===== src/rtl/vec_irq_ctrl.sv =====
module vec_irq_ctrl (
  input  logic        clk,
  input  logic        rst_n,
  input  logic        boundary_i,
  input  logic        ei_i,
  input  logic        di_i,
  input  logic        sim_wr_i,
  input  logic [7:0]  acc_i,
  input  logic        trap_i,
  input  logic        rq75_i,
  input  logic        rq65_i,
  input  logic        rq55_i,
  input  logic        intr_i,
  input  logic        ser_in_i,
  output logic        take_o,
  output logic        inta_o,
  output logic [15:0] vec_o,
  output logic [7:0]  rim_o,
  output logic        sod_o
);
  localparam logic [15:0] V_TRAP = 16'h0024;
  localparam logic [15:0] V_75   = 16'h003C;
  localparam logic [15:0] V_65   = 16'h0034;
  localparam logic [15:0] V_55   = 16'h002C;

  logic [2:0] mask;
  logic ie, ie_arm, lat75, trap_lat, trap_q, r75_q, sod;
  logic go_trap, go75, go65, go55, go_int, fixed_any;

  assign go_trap   = trap_lat & trap_i;
  assign go75      = ie & lat75  & ~mask[2];
  assign go65      = ie & rq65_i & ~mask[1];
  assign go55      = ie & rq55_i & ~mask[0];
  assign go_int    = ie & intr_i;
  assign fixed_any = go_trap | go75 | go65 | go55;

  assign take_o = boundary_i & (fixed_any | go_int);
  assign inta_o = take_o & ~fixed_any;

  always_comb begin
    if (go_trap)   vec_o = V_TRAP;
    else if (go75) vec_o = V_75;
    else if (go65) vec_o = V_65;
    else if (go55) vec_o = V_55;
    else           vec_o = 16'h0000;
  end

  assign rim_o = {ser_in_i, lat75, rq65_i, rq55_i, ie, mask};
  assign sod_o = sod;

  always_ff @(posedge clk) begin
    if (!rst_n) begin
      mask     <= 3'b111;
      ie       <= 1'b0;
      ie_arm   <= 1'b0;
      lat75    <= 1'b0;
      trap_lat <= 1'b0;
      trap_q   <= 1'b0;
      r75_q    <= 1'b0;
      sod      <= 1'b0;
    end else begin
      trap_q   <= trap_i;
      r75_q    <= rq75_i;
      trap_lat <= (trap_lat & ~(take_o & go_trap)) | (trap_i & ~trap_q);
      lat75    <= (lat75 & ~(take_o & ~go_trap & go75) & ~(sim_wr_i & acc_i[4]))
                | (rq75_i & ~r75_q);
      if (sim_wr_i && acc_i[3]) mask <= acc_i[2:0];
      if (sim_wr_i && acc_i[6]) sod  <= acc_i[7];
      if (take_o || di_i) begin
        ie     <= 1'b0;
        ie_arm <= 1'b0;
      end else if (ei_i) begin
        ie_arm <= 1'b1;
      end else if (boundary_i && ie_arm) begin
        ie     <= 1'b1;
        ie_arm <= 1'b0;
      end
    end
  end
endmodule



===== config.mk =====
export PLATFORM = sky130hd
export DESIGN_NAME = vec_irq_ctrl
export DESIGN_NICKNAME = d
export VERILOG_FILES = /design/src/rtl/vec_irq_ctrl.sv
export SDC_FILE = /design/constraint.sdc
export NUM_CORES = 1
export LEC_CHECK = 0
export BUFFER_PORTS_ARGS = -buffer_cell sky130_fd_sc_hd__buf_2
export CORE_MARGIN = 2
export CORE_UTILIZATION = 39
export CTS_CLUSTER_DIAMETER = 50
export DETAILED_ROUTE_END_ITERATION = 7
export PLACE_DENSITY = 0.78
export SYNTH_ARGS = -nofsm -noshare
export SYNTH_HDL_FRONTEND = slang
export SYNTH_SLANG_ARGS = --single-unit

===== constraint.sdc =====
create_clock -name clk -period 1.2 [get_ports clk]
set_input_delay 0.12 -clock clk [delete_from_list [all_inputs] [get_ports clk]]
set_output_delay 0.12 -clock clk [all_outputs]
set_load 0.03 [all_outputs]

==> flow_summary.ini <==
[sta]
post-route-worst-setup-slack_ns = -0.2267
tns_setup_ns = -1.008
final_critical_period_ns = 1.427
fmaxAchievable_mhz = 700.9
final-hold-violation-count = 0
fin_skew_ns = 0.003625
timing_max_transition_violations_final = 0
timing.final.crit_share = 1.189
rsz0062_at_grt = yes
setup-violations-final = 6

[pwr]
p_per_area_mw_per_mm2 = 928.1
p_leak_uw = 0.0004673
vdd_drop_max_v = 0.0005299

[final_layout]
layout.cells.most_common_list = buf_2 (25), conb_1 (12), nand2_1 (10), nand3_1 (9)
finish.utilization = 0.6043
num-nets-final = 137
final_common_cell = buf_2
post_route_cells_drive_above_1_share = 0.5345
final_cell_area_um2 = 920.9
diodes = 0
areaGrowthSynthToFinish_pct = 42.91

[job]
drv.max_cap_violation_count = 0

[logic_synthesis]
postSynthRegisterBits = 10
synthCells = 81
netlist_area_um2 = 644.4
yosysWarningCount = 0
syn_area_per_cell_um2 = 7.955
ys_seq_area_frac = 0.3107
synth_cell_type_count = 29

[global_routing]
grt_overflow = 0
grt_start_max_net_pins = 10
first_pass_grt_wire_length_um = 2228
first_global_vias = 578
grt_antenna_before_repair = 0
total_global_routing_track_utilization = 0.1593

[cts]
cts-buffers-inserted = 3
clock_sink_count = 10
clockBufferDepth = 2
worst_skew_pair.late_latency_ns = 0.26
worst_setup_hold_path_clk_slew_ns = 0.07
hold_bufs_at_cts = 0
ctsHtreeMaxLevel = 1
tritoncts = built
clockRootBuffer = clkbuf_4

[outcome]
failed_checks = setup timing
outcome = finished with violations

[drt]
vias = 620
detail-route-antenna-nets = 0
routed_via_density = 4.697
drt-pass1-iter-count = 4
wl_per_cell_um = 11.05
drt_iter0_markers = 10
drt-total-wl_um = 1458
route.detailed.drc = 0

[critical_path]
worst-setup-path-type = reg2out
crit_path_start_kind = register
crit_path_max_fo = 4
regToRegSetupSlack_ns = 0.08
path_cells = nor2b_4 > or2_4 > a21o_4 > buf_6
arrival_ns = 1.31
timing.critical_path.slowest_stage_cell = dfxtp_2
worst_path_largest_cell_delay_ns = 0.32
cp-end-kind = output pin
worstPathRequired_ns = 1.08

[placement]
gpl.final_weighted_congestion = 0.7321
dp_hpwl_um = 1059
instance_area_after_placement_um2 = 804.5
buffer_ports.inserted = 31

[floorplan]
rows = 14
floorplan.io_pins = 47
die_height_um = 44.65
initial_utilization = 0.4228
die_ar_mm2 = 0.001993
coreArea_mm2 = 0.001524
die_extent_in_x_um = 44.65

[min_path]
min-delay-path-class = in2reg
-- sequential cells by signal, summed over array words and instances, names as in the netlist --
signal	cells
trap_lat	1
sod_o	1
lat75	1
trap_q	1
r75_q	1
ie	1
mask	3
ie_arm	1
-- kinds of logic (layout without fill, tap and decap cells) --
logic type	Yosys count	in the layout	synth area share
DFF	10	10	0.3107
buffers and inverters	22	46	0.2349
other	1	12	0.005820
AOI/OAI and AO/OA	14	14	0.1689
and+or+nand+nor	34	34	0.2796
-- timing repair --
| action | in CTS | in global routing |
|---|---|---|
| pin swaps | 2 | 1 |
| setup buffers | 3 | 1 |
| gates resized for setup | 17 | 2 |
| endpoints found under the setup margin | 6 | 6 |
| gates cloned | 0 | 0 |
-- worst max-delay path, delay by kind of cell, from the launching register on --
family / cells / cell delay (ns)
DFF: 1 / 0.32
buffers and inverters: 1 / 0.13
AOI/OAI and AO/OA: 1 / 0.21
and+or+nand+nor: 2 / 0.37
-- layout make-up --
class	count	area [µm²]
Fill cell	135	603.1
Sequential cell	10	211.5
Timing Repair Buffer	39	256.5
Multi-Input combinational cell	60	395.4
Inverter	3	11.26
Tap cell	16	20.02
Clock buffer	3	22.52
Clock inverter	1	3.754
-- stage by stage --
step / std cells / total power (µW) / worst slack [ns] / hold slack, ns
after floorplan: 92 / 578.5 / -0.02058 / 0.2083
after global placement: 124 / 597.4 / 0.02018 / 0.2402
after detailed placement: 124 / 603.3 / 0.004933 / 0.2402
after CTS: 131 / 853.9 / -0.2240 / 0.05265
after global routing: 132 / 895.9 / -0.2542 / 0.06756
final: 132 / 854.7 / -0.2267 / 0.05336
-- worst paths after layout --
kind | startpoint | endpoint | depth (start not counted)
worst min register to register | r75_q | lat75 | 1
worst max register to register | lat75 | ie_arm | 4
worst min-delay path | rq75_i | r75_q | 3
worst max-delay path | lat75 | vec_o[2] | 4
-- synth_stat cells --
library cell / n / share of area
nand3_1: 9 / 0.070
nand2_1: 12 / 0.070
o21ai_0: 1 / 0.0078
o21a_1: 1 / 0.012
o311a_1: 1 / 0.016
o31ai_2: 1 / 0.019
o211ai_1: 1 / 0.012
o31a_1: 1 / 0.014
buf_4: 18 / 0.21
and4_1: 1 / 0.014
inv_2: 1 / 0.0058
nand2b_1: 2 / 0.019
nor2_1: 1 / 0.0058
conb_1: 1 / 0.0058
and2_1: 1 / 0.0097
and3b_1: 1 / 0.014
nor2b_1: 4 / 0.039
nor2b_4: 1 / 0.021
a21o_1: 1 / 0.012
nor3_1: 1 / 0.0078
a21oi_1: 3 / 0.023
o21ai_2: 1 / 0.014
o22ai_1: 1 / 0.0097
a211oi_2: 1 / 0.019
clkbuf_2: 1 / 0.0078
a21boi_0: 1 / 0.012
dfxtp_1: 10 / 0.31
inv_1: 2 / 0.012
or2_1: 1 / 0.0097
-- per-layer routing --
metal | vias to the layer above | wire length, µm | track usage
met4 | 0 | 45 | 0.1455
met2 | 26 | 778 | 0.2957
met5 | - | 0 | 0
met3 | 4 | 84 | 0.01224
met1 | 274 | 550 | 0.1514
li1 | 316 | - | -
-- report_power, final --
group          total [µW]  switching [µW]  internal, µW
Combinational         255             163          92.5
Sequential            366            13.6           352
Clock                 234             113           120
Power figures use the tool's default switching activity.
